`src/rtl/sdclk_pkg.sv`:
```
package sdclk_pkg;

   typedef enum logic [1:0] {
      BW_ONE  = 2'b00,
      BW_FOUR = 2'b01,
      BW_EIGHT = 2'b10,
      BW_RSVD = 2'b11
   } bus_width_e;

   // number of high cycles for a ratio: ceil(ratio/2)
   function automatic int unsigned high_len(input int unsigned ratio);
      return (ratio + 1) / 2;
   endfunction

endpackage

```
`src/rtl/sdclk_gate.sv`:
```
module sdclk_gate #(
   parameter bit FLOW_CTRL_EN = 1'b1
) (
   input  logic enable,
   input  logic idle_stop,
   input  logic bus_idle,
   input  logic flow_stop,
   input  logic near_empty,
   input  logic near_full,
   output logic gate_ok
);

   logic idle_block;
   logic flow_block;

   assign idle_block = idle_stop & bus_idle;

   generate
      if (FLOW_CTRL_EN) begin : g_flow
         assign flow_block = flow_stop & (near_empty | near_full);
      end else begin : g_noflow
         logic unused_flow;
         assign unused_flow = flow_stop ^ near_empty ^ near_full;
         assign flow_block = 1'b0;
      end
   endgenerate

   assign gate_ok = enable & ~idle_block & ~flow_block;

endmodule

```
`src/rtl/sdclk_divider.sv`:
```
module sdclk_divider #(
   parameter int unsigned DIV_W = 9
) (
   input  logic             clk,
   input  logic             rst_n,
   input  logic             run_req,
   input  logic [DIV_W-1:0] div_val,
   output logic             div_q,
   output logic             rise_q,
   output logic             fall_q
);

   localparam int unsigned CNT_W = DIV_W + 1;

   logic [CNT_W-1:0] cnt;
   logic [CNT_W-1:0] cnt_nx;
   logic [CNT_W-1:0] ratio_q;
   logic [CNT_W-1:0] hi_q;
   logic [CNT_W-1:0] new_ratio;
   logic [CNT_W-1:0] new_hi;
   logic             running;
   logic             at_end;

   assign new_ratio = {1'b0, div_val} + CNT_W'(2);
   assign new_hi    = CNT_W'((new_ratio + CNT_W'(1)) >> 1);
   assign cnt_nx    = cnt + CNT_W'(1);
   assign at_end    = !running || (cnt == ratio_q - CNT_W'(1));

   always_ff @(posedge clk or negedge rst_n) begin
      if (!rst_n) begin
         cnt     <= '0;
         ratio_q <= CNT_W'(2);
         hi_q    <= CNT_W'(1);
         running <= 1'b0;
         div_q   <= 1'b0;
         rise_q  <= 1'b0;
         fall_q  <= 1'b0;
      end else if (at_end) begin
         cnt    <= '0;
         fall_q <= 1'b0;
         if (run_req) begin
            running <= 1'b1;
            ratio_q <= new_ratio;
            hi_q    <= new_hi;
            div_q   <= 1'b1;
            rise_q  <= 1'b1;
         end else begin
            running <= 1'b0;
            div_q   <= 1'b0;
            rise_q  <= 1'b0;
         end
      end else begin
         cnt    <= cnt_nx;
         div_q  <= (cnt_nx < hi_q);
         rise_q <= 1'b0;
         fall_q <= (cnt_nx == hi_q);
      end
   end

endmodule

```
`src/rtl/sdclk_outstage.sv`:
```
module sdclk_outstage #(
   parameter bit EDGE_SEL_EN = 1'b1
) (
   input  logic clk,
   input  logic rst_n,
   input  logic bypass,
   input  logic fall_edge,
   input  logic byp_req,
   input  logic div_q,
   input  logic div_rise,
   input  logic div_fall,
   output logic card_clk,
   output logic rise_pulse,
   output logic fall_pulse
);

   logic byp_p;
   logic byp_n;
   logic byp_pulse;
   logic div_n;
   logic sel_fall;

   always_ff @(posedge clk or negedge rst_n) begin
      if (!rst_n) begin
         byp_p     <= 1'b0;
         byp_pulse <= 1'b0;
      end else begin
         byp_p     <= byp_req;
         byp_pulse <= byp_n;
      end
   end

   always_ff @(negedge clk or negedge rst_n) begin
      if (!rst_n) begin
         byp_n <= 1'b0;
         div_n <= 1'b0;
      end else begin
         byp_n <= byp_p;
         div_n <= div_q;
      end
   end

   generate
      if (EDGE_SEL_EN) begin : g_edge
         assign sel_fall = fall_edge;
      end else begin : g_noedge
         logic unused_edge;
         assign unused_edge = fall_edge;
         assign sel_fall = 1'b0;
      end
   endgenerate

   always_comb begin
      if (bypass) begin
         card_clk   = sel_fall ? (~clk & byp_p) : (clk & byp_n);
         rise_pulse = byp_pulse;
         fall_pulse = byp_pulse;
      end else begin
         card_clk   = sel_fall ? div_n : div_q;
         rise_pulse = div_rise;
         fall_pulse = div_fall;
      end
   end

endmodule

```
`src/rtl/sdclk_gen.sv`:
```
module sdclk_gen #(
   parameter int unsigned DIV_LO_W     = 8,
   parameter int unsigned DIV_HI_W     = 1,
   parameter bit          EDGE_SEL_EN  = 1'b1,
   parameter bit          FLOW_CTRL_EN = 1'b1
) (
   input  logic                clk_k,
   input  logic                rst_n,
   input  logic                ctl_enable,
   input  logic                ctl_bypass,
   input  logic                ctl_fall_edge,
   input  logic                ctl_idle_stop,
   input  logic                ctl_flow_stop,
   input  logic [DIV_HI_W-1:0] ctl_div_hi,
   input  logic [DIV_LO_W-1:0] ctl_div_lo,
   input  logic [1:0]          ctl_bus_mode,
   input  logic                bus_idle,
   input  logic                fifo_near_empty,
   input  logic                fifo_near_full,
   output logic                card_clk,
   output logic                clk_rise_pulse,
   output logic                clk_fall_pulse,
   output logic [1:0]          bus_mode_o
);

   import sdclk_pkg::*;

   localparam int unsigned DIV_W = DIV_LO_W + DIV_HI_W;

   generate
      if (DIV_LO_W < 1 || DIV_HI_W < 1) begin : g_bad_width
         $error("sdclk_gen: divider fields need at least one bit each");
      end
      if (DIV_W > 24) begin : g_too_wide
         $error("sdclk_gen: divider wider than 24 bits is not supported");
      end
   endgenerate

   logic             gate_ok;
   logic [DIV_W-1:0] div_val;
   logic             div_q;
   logic             div_rise;
   logic             div_fall;
   bus_width_e       bw;

   assign div_val = {ctl_div_hi, ctl_div_lo};

   sdclk_gate #(
      .FLOW_CTRL_EN(FLOW_CTRL_EN)
   ) u_gate (
      .enable     (ctl_enable),
      .idle_stop  (ctl_idle_stop),
      .bus_idle   (bus_idle),
      .flow_stop  (ctl_flow_stop),
      .near_empty (fifo_near_empty),
      .near_full  (fifo_near_full),
      .gate_ok    (gate_ok)
   );

   sdclk_divider #(
      .DIV_W(DIV_W)
   ) u_div (
      .clk     (clk_k),
      .rst_n   (rst_n),
      .run_req (gate_ok & ~ctl_bypass),
      .div_val (div_val),
      .div_q   (div_q),
      .rise_q  (div_rise),
      .fall_q  (div_fall)
   );

   sdclk_outstage #(
      .EDGE_SEL_EN(EDGE_SEL_EN)
   ) u_out (
      .clk        (clk_k),
      .rst_n      (rst_n),
      .bypass     (ctl_bypass),
      .fall_edge  (ctl_fall_edge),
      .byp_req    (gate_ok & ctl_bypass),
      .div_q      (div_q),
      .div_rise   (div_rise),
      .div_fall   (div_fall),
      .card_clk   (card_clk),
      .rise_pulse (clk_rise_pulse),
      .fall_pulse (clk_fall_pulse)
   );

   assign bw         = bus_width_e'(ctl_bus_mode);
   assign bus_mode_o = bw;

endmodule

```
`config.mk`:
```
export PLATFORM = sky130hd
export DESIGN_NAME = sdclk_gen
export DESIGN_NICKNAME = d
export VERILOG_FILES = /design/src/rtl/sdclk_pkg.sv /design/src/rtl/sdclk_gate.sv /design/src/rtl/sdclk_divider.sv /design/src/rtl/sdclk_outstage.sv /design/src/rtl/sdclk_gen.sv
export SDC_FILE = /design/constraint.sdc
export NUM_CORES = 1
export LEC_CHECK = 0
export BUFFER_PORTS_ARGS = -buffer_cell sky130_fd_sc_hd__buf_4
export CAP_MARGIN = 5
export CORE_MARGIN = 3
export CORE_UTILIZATION = 55
export CTS_BUF_LIST = sky130_fd_sc_hd__clkbuf_2
export DETAILED_ROUTE_END_ITERATION = 7
export PLACE_DENSITY = 0.78
export RECOVER_POWER = 50
export SLEW_MARGIN = 5
export SYNTH_ARGS = -nofsm -noshare
export SYNTH_HDL_FRONTEND = slang
export SYNTH_HIERARCHICAL = 1
export SYNTH_SLANG_ARGS = --single-unit
```
`constraint.sdc`:
```
create_clock -name clk_k -period 2.66 [get_ports clk_k]
set_clock_uncertainty 0.1 [all_clocks]
set_input_delay 0.532 -clock clk_k [delete_from_list [all_inputs] [get_ports clk_k]]
set_output_delay 0.532 -clock clk_k [all_outputs]
set_load 0.02 [all_outputs]
```
* Yosys cells after proc, flatten, opt, wreduce, memory -nomap -nowiden
Index checks and enable logic that the tools add are counted.
Storage, ports and cells: output and inout port bits 5, ROM bits 0, bits in latches 0, input port bits 21, logic and storage cells 44, bits in registers 37, memories 0, RAM bits 0
Cells by class: mux-type cells 10, divide/modulo/power cells 0, equal/unequal tests 2, bitwise logic cells 13, $lt $le $gt $ge 1, reductions and logical operators 3, multipliers 0, $add $sub $neg 4, shifts and indexed selects 0
Operators by type and width (count):
- adder 10 x 1 -> 10 bit, second input constant | 2
- adder 9 x 2 -> 10 bit, second input constant | 1
- equality test 10 bit | 1
- equality test 10 x 9 -> 1 bit | 1
- less-than comparator 10 x 9 -> 1 bit | 1
- 2-to-1 mux 10 bit | 1
- subtractor 10 x 1 -> 10 bit, second input constant | 1
- 2-to-1 mux 1 bit | 9
- bitwise AND 1 bit | 8
- inverter 1 bit | 4
- AND reduction 2 bit | 1
- logical NOT 1 bit | 1
- logical OR 1 bit | 1
- OR 1 bit | 1

* Logic depth before layout (Yosys ltp)
Gate-level depths: netlist (run 1).
depth after elaboration 7, mapped depth 10, depth with buffers taken out 9

* Cells and area by module
The synthesis (run 1) kept the hierarchy.
By module, submodules not included:
- sdclk_divider | area an instance 2293.4 um^2, sequential area each 828.3 um^2, cells an instance 238, instances 1
- sdclk_outstage | area an instance 156.4 um^2, sequential area each 100.1 um^2, cells an instance 12, instances 1
- sdclk_gen | area an instance 31.3 um^2, sequential area each 0.0 um^2, cells an instance 4, instances 1
- sdclk_gate | area an instance 15.0 um^2, sequential area each 0.0 um^2, cells an instance 3, instances 1

==> results.json, run 1 <==
{
  "end_kind": "output pin",
  "r2r_cells": 9,
  "ys.warnings.count": 6,
  "synthFlopType": "dfrtp_1",
  "worst-path-buf-inv": 1,
  "failed_checks": "capacitance limit, slew limit, setup timing",
  "crit_end": "card_clk",
  "drive_gt1_frac": 0.2199,
  "relSlewSlack": -0.1654,
  "dp.cells": 323,
  "viasPerCell": 5.695,
  "first_iter_violations": 91,
  "fin_total_pwr_mw": 2.032,
  "gr-usage-met3": 0.07934,
  "syn_avg_cell_area_um2": 9.713,
  "synth_cells": 257,
  "pin_count": 26,
  "wl_per_cell_um": 15.65,
  "async_reset_ff_frac": 1.000,
  "via_count": 1942,
  "powerDensity_nw_per_um2": 705.8,
  "portBuffers": 21,
  "crit_family": "multiplexers",
  "syn-num-nets": 292,
  "hp-class": "input pin to flop",
  "cp-startpoint": "u_out/byp_n",
  "die_w_um": 73.37,
  "nets": 324,
  "path_cells": "and2_1, mux4_2, buf_6",
  "synth_top_area_share": 0.3308,
  "critical_path_cell_count": 3,
  "grt_pass1_wl_mm": 8.735,
  "grt_overflow": 0,
  "antenna_cells": 0,
  "rows": 23,
  "ys_top_cells_by_area": "dfrtp_1 (33%), ha_1 (7.0%), xnor2_1 (6.0%)",
  "synth-seq-area-share": 0.3719,
  "stdcell_count": 341,
  "die_h_um": 73.37,
  "setup_slack_ns": -0.8362,
  "grt_antenna_before_repair": 0,
  "critical_path_class": "flop to output pin",
  "rsz0062_at_grt": "yes",
  "critPathLaunchType": "flop",
  "cap_violations": 1,
  "worst_pin_slew_ns": 1.748,
  "reg2reg_to": "u_div/hi_q[3]",
  "cts_tree": "built",
  "area_delta_synth_final_pct": 15.34,
  "critPathMaxFanout": 2,
  "dieArea_um2": 5382,
  "gp_congestion": 0.8841,
  "slew_viol_final": 35,
  "ir_worst_vdd_mv": 0.5866,
  "initial_core_util": 0.5982,
  "crit_arrival_ns": 2.86,
  "grt-busiest-layer": "met2",
  "synth-edff-count": 0,
  "clk_latency_ns": 0.51,
  "ys_seq_elements": 37,
  "grt_pass1_vias": 1883,
  "core_area_um2": 4173,
  "hold_viol": 0,
  "synth.cell_area_um2": 2496,
  "synth.distinct_cells": 55,
  "slowest_stage": "mux4_2",
  "yosysTopAreaCell": "dfrtp_1",
  "routed_wl_mm": 5.338,
  "status": "finished, violations left",
  "cpPeakStageDelay_ns": 0.46,
  "drc": 0,
  "r2r-start": "u_div/ratio_q[1]",
  "setup_viol": 2,
  "grtUsageMet1": 0.2966,
  "dr.pass1.iters": 4,
  "grtUsageMet2": 0.3208,
  "hpwl_mm": 3.911,
  "grt_max_degree": 35,
  "cts.clk_slew.worst_paths_ns": 0.20,
  "cp.required_ns": 2.03,
  "grt_usage": 0.2192,
  "drtAntennaViolNets": 0,
  "r2r_setup_slack_ns": 0.05,
  "p_leak_nw": 1.307
}
==> state kept, by name, summed over array words and instances (netlist names) <==
signal / cells
u_div/cnt: 10
u_div/div_q: 1
u_div/fall_q: 1
u_div/hi_q: 9
u_div/ratio_q: 10
u_div/rise_q: 1
u_div/running: 1
u_out/byp_n: 1
u_out/byp_p: 1
u_out/byp_pulse: 1
u_out/div_n: 1
==> cell usage in the layout, fill, tap and decap left out, drive strengths merged, types with 2 or more instances in the layout <==
cell / n
o21ba: 2
and2: 3
nand2b: 2
dfstp: 2
ha: 14
inv: 22
clkbuf: 13
a21oi: 4
a21o: 3
nand2: 12
dfrtn: 2
nor3: 4
xor2: 14
dfrtp: 33
and3: 3
mux2: 7
o21ai: 9
nor2: 16
xnor2: 17
nor3b: 2
nand4: 7
nand4b: 2
mux2i: 14
nor2b: 11
nand3: 12
buf: 32
o211ai: 4
or3: 2
==> cell families after synthesis <==
logic type	synth area share
muxes	0.1058
AOI/OAI and AO/OA	0.1038
xor gates and xnor gates	0.1088
DFF	0.3719
adders and majority gates	0.07018
buffers and inverters	0.06115
and+or+nand+nor	0.1785
==> layer usage <==
layer / wire (um) / vias up
li1: - / 953
met1: 2425 / 927
met2: 2507 / 53
met3: 323 / 9
met4: 81 / 0
met5: 0 / -
==> power breakdown <==
| part | internal [mW] | switching, mW |
|---|---|---|
| clock | 0.226 | 0.226 |
| combinational | 0.374 | 0.384 |
| sequential | 0.670 | 0.152 |
| total | 1.27 | 0.762 |
==> per-stage QoR <==
step                instance area [um2]  setup WS (ns)  hold WS [ns]    util  TNS [ns]
floorplan                          2496        -0.2590        0.1364       -   -0.2590
global placement                   2726        -0.3399        0.2371  0.6534   -0.3399
detailed placement                 2726        -0.3467        0.2374  0.6534   -0.3467
CTS                                2834        -0.8733       0.08899  0.6792   -0.8733
global route                       2879        -0.9060       0.08875  0.6900    -1.189
finish                             2879        -0.8362        0.1166  0.6900   -0.8362
==> Yosys cell counts (3+ instances only) <==
cell type  number
dfrtp_1        33
inv_1          22
xnor2_1        17
nor2_1         16
ha_1           14
mux2i_1        14
xor2_1         14
nand2_1        12
nand3_1        12
nor2b_1        11
clkbuf_1        9
nand4_1         7
mux2_4          6
o21ai_0         6
a21oi_1         4
nor3_1          4
a21o_1          3
and3_1          3
o211ai_1        3
o21ai_1         3
==> repair_timing <==
action | 4_1_cts | 5_1_grt
resized for setup | 1 | 3
hold buffers | 1 | 0
setup buffers | 0 | 4
endpoints found under the hold margin | 33 | 0
setup endpoints to repair | 2 | 9
pin swaps | 0 | 3
==> worst reg2reg max path: cells and delay by family (launching register included) <==
| family | cells | cell delay [ns] |
|---|---|---|
| muxes | 1 | 0.22 |
| buffers and inverters | 3 | 0.41 |
| and+or+nand+nor | 1 | 0.41 |
| AOI/OAI and AO/OA | 3 | 0.56 |
| DFF | 1 | 0.58 |
| adders and majority gates | 1 | 0.25 |
==> area by class of cell <==
class / instances / area [um2]
timing repair buffer: 34 / 266.5
fill: 328 / 1294
sequential: 37 / 928.4
multi-input combinational: 184 / 1434
inverter: 22 / 82.58
clock buffer: 12 / 66.31
clock inverter: 2 / 38.79
tap: 50 / 62.56
==> worst min-delay path by stage <==
stage / start / endpoint / slack (ns) / depth (start not counted)
CTS: ctl_div_lo[1] / u_div/ratio_q[1] / 0.09 / 2
floorplan: rst_n / u_div/cnt[0] / 0.14 / 0
finish: ctl_div_lo[1] / u_div/ratio_q[1] / 0.12 / 2
detailed placement: rst_n / u_out/byp_pulse / 0.24 / 1
global route: ctl_div_lo[1] / u_div/ratio_q[1] / 0.09 / 2
global placement: rst_n / u_out/byp_pulse / 0.24 / 1
No activity file was read; power rests on OpenSTA's default activity.
==> run 2, diff against run 1 <==
--- a/config.mk
+++ b/config.mk
@@ -8,10 +8,10 @@
 export BUFFER_PORTS_ARGS = -buffer_cell sky130_fd_sc_hd__buf_4
 export CAP_MARGIN = 5
 export CORE_MARGIN = 3
-export CORE_UTILIZATION = 55
+export CORE_UTILIZATION = 60
 export CTS_BUF_LIST = sky130_fd_sc_hd__clkbuf_2
 export DETAILED_ROUTE_END_ITERATION = 7
-export PLACE_DENSITY = 0.78
+export PLACE_DENSITY = 0.81
 export RECOVER_POWER = 50
 export SLEW_MARGIN = 5
 export SYNTH_ARGS = -nofsm -noshare
==> constraint.sdc (replaced) <==
create_clock -name clk_k -period 3.9 [get_ports clk_k]
set_clock_uncertainty 0.1 [all_clocks]
set_input_delay 0.78 -clock clk_k [delete_from_list [all_inputs] [get_ports clk_k]]
set_output_delay 0.78 -clock clk_k [all_outputs]
set_load 0.02 [all_outputs]
==> run 2 against run 1 <==
The flow finishes with violations (setup timing). Non-clock buffer count shrank 10. First-iteration DRC count is 110% higher. Register-to-register slack better by 0.99 ns. Sequential power is 32% lower. Sequential share of layout area up 1.7 points. Clock power is 48% lower. Total power shrank 37%. Die area decreased by 7.7%. Global-route usage increased by 0.80 points. Routed wire length shrank 5.5%. Largest cell class unchanged. Via count decreased by 2.7%.
==> results.json, run 2 (synthesis gave the netlist of run 1 again) <==
{
  "status": "finished, violations left",
  "failed_checks": "setup timing",
  "r2r-start": "u_div/ratio_q[0]",
  "grt_antenna_before_repair": 0,
  "gp_congestion": 0.8181,
  "cts_tree": "built",
  "whs_path_depth": 2,
  "hpwl_mm": 3.835,
  "drc": 0,
  "dieArea_um2": 4970,
  "hold_end": "u_div/ratio_q[1]",
  "critPathLaunchType": "flop",
  "grt_max_degree": 22,
  "crit_arrival_ns": 3.47,
  "critPathMaxFanout": 2,
  "r2r_setup_slack_ns": 1.04,
  "relSlewSlack": 0.2945,
  "grt_pass1_wl_mm": 8.652,
  "p_leak_nw": 1.233,
  "n_fill_cell": 299,
  "antenna_cells": 0,
  "r2r_cells": 8,
  "area_delta_synth_final_pct": 9.624,
  "critical_path_class": "flop to output pin",
  "first_iter_violations": 193,
  "viasPerCell": 5.745,
  "ir_worst_vdd_mv": 0.3000,
  "fin_total_pwr_mw": 1.288,
  "nets": 314,
  "reg.largest.list": "u_div/cnt x10, u_div/ratio_q x10, u_div/hi_q x9",
  "hold_viol": 0,
  "setup_viol": 2,
  "cp.required_ns": 3.02,
  "rsz0062_at_grt": "yes",
  "worstHoldStart": "ctl_div_lo[1]",
  "drtAntennaViolNets": 0,
  "grt_usage": 0.2272,
  "slew_viol_final": 0,
  "slowest_stage": "mux4_2",
  "portBuffers": 21,
  "setup_slack_ns": -0.4489,
  "rows": 22,
  "via_count": 1890,
  "final_common_cell": "dfrtp_1",
  "final_cell_mix": "dfrtp_1 (33), inv_1 (22), buf_4 (20), xnor2_1 (17), nor2_1 (16)",
  "routed_wl_mm": 5.047,
  "die_w_um": 70.50,
  "cap_violations": 0,
  "clk_latency_ns": 0.47,
  "path_cells": "and2_0, mux4_2, buf_6",
  "cts.clk_slew.worst_paths_ns": 0.18,
  "setup_tns_ns": -0.4489,
  "cpPeakStageDelay_ns": 0.46,
  "cts_setup_buffers": 0,
  "drive_gt1_frac": 0.1815,
  "dr.pass1.iters": 5,
  "hp-class": "input pin to flop",
  "reg2reg_to": "u_div/ratio_q[4]",
  "core_area_um2": 3826,
  "wl_per_cell_um": 15.34,
  "die_h_um": 70.50,
  "grt_overflow": 0,
  "grt_pass1_vias": 1837,
  "initial_core_util": 0.6524,
  "powerDensity_nw_per_um2": 470.8,
  "pin_count": 26,
  "worst_pin_slew_ns": 1.058,
  "end_kind": "output pin"
}
-- run 2: metrics by stage --
step           area, um2  utilization  cells  hold WS, ns  worst slack, ns
2_1_floorplan       2496            -    257       0.3819           0.1130
3_3_place_gp        2666       0.6969    315       0.4023          0.03360
3_5_place_dp        2666       0.6969    315       0.4183          0.03037
4_1_cts             2738       0.7155    328      0.02246          -0.4816
5_1_grt             2736       0.7152    329       0.3459          -0.5640
6_report            2736       0.7152    329       0.4078          -0.4489
-- run 2: worst max-delay path by stage --
| stage | endpoint | startpoint | slack [ns] |
|---|---|---|---|
| 3_5_place_dp | card_clk | u_out/byp_n | 0.03 |
| 3_3_place_gp | card_clk | u_out/byp_n | 0.03 |
| 5_1_grt | card_clk | u_out/byp_n | -0.56 |
| 4_1_cts | card_clk | u_out/byp_n | -0.48 |
| 2_1_floorplan | card_clk | u_out/byp_n | 0.11 |
| 6_report | card_clk | u_out/byp_n | -0.45 |
-- run 2: layout make-up --
| cell class | instances | area, um2 | share of cell area |
|---|---|---|---|
| multi-input combinational | 184 | 1415 | 0.5171 |
| sequential | 37 | 928.4 | 0.3393 |
| timing repair buffer | 24 | 171.4 | 0.06264 |
| inverter | 22 | 82.58 | 0.03018 |
| clock buffer | 11 | 61.31 | 0.02241 |
| tap | 48 | 60.06 | 0.02195 |
| clock inverter | 3 | 17.52 | 0.006401 |
-- run 2: layer usage --
| metal | track usage | vias up | wire length, um |
|---|---|---|---|
| li1 | - | 928 | - |
| met2 | 0.3524 | 32 | 2433 |
| met5 | 0 | - | 0 |
| met4 | 0.1064 | 0 | 82 |
| met1 | 0.2928 | 921 | 2382 |
| met3 | 0.06475 | 9 | 149 |
-- run 2: timing repair --
| action | CTS | global route |
|---|---|---|
| setup endpoints to repair | 2 | 2 |
| pin swaps | 0 | 0 |
| hold buffers | 0 | 1 |
| endpoints found under the hold margin | 0 | 11 |
| resized for setup | 1 | 0 |
-- run 2: worst max-delay path, delay by kind of cell, from the launching register on --
family        cells  cell delay (ns)
flops             1             0.37
simple gates      1             0.12
buf+inv           1             0.15
mux               1             0.46
-- run 2: power breakdown --
part	internal [mW]	switching (mW)
combinational	0.244	0.248
sequential	0.457	0.102
clock	0.0840	0.152
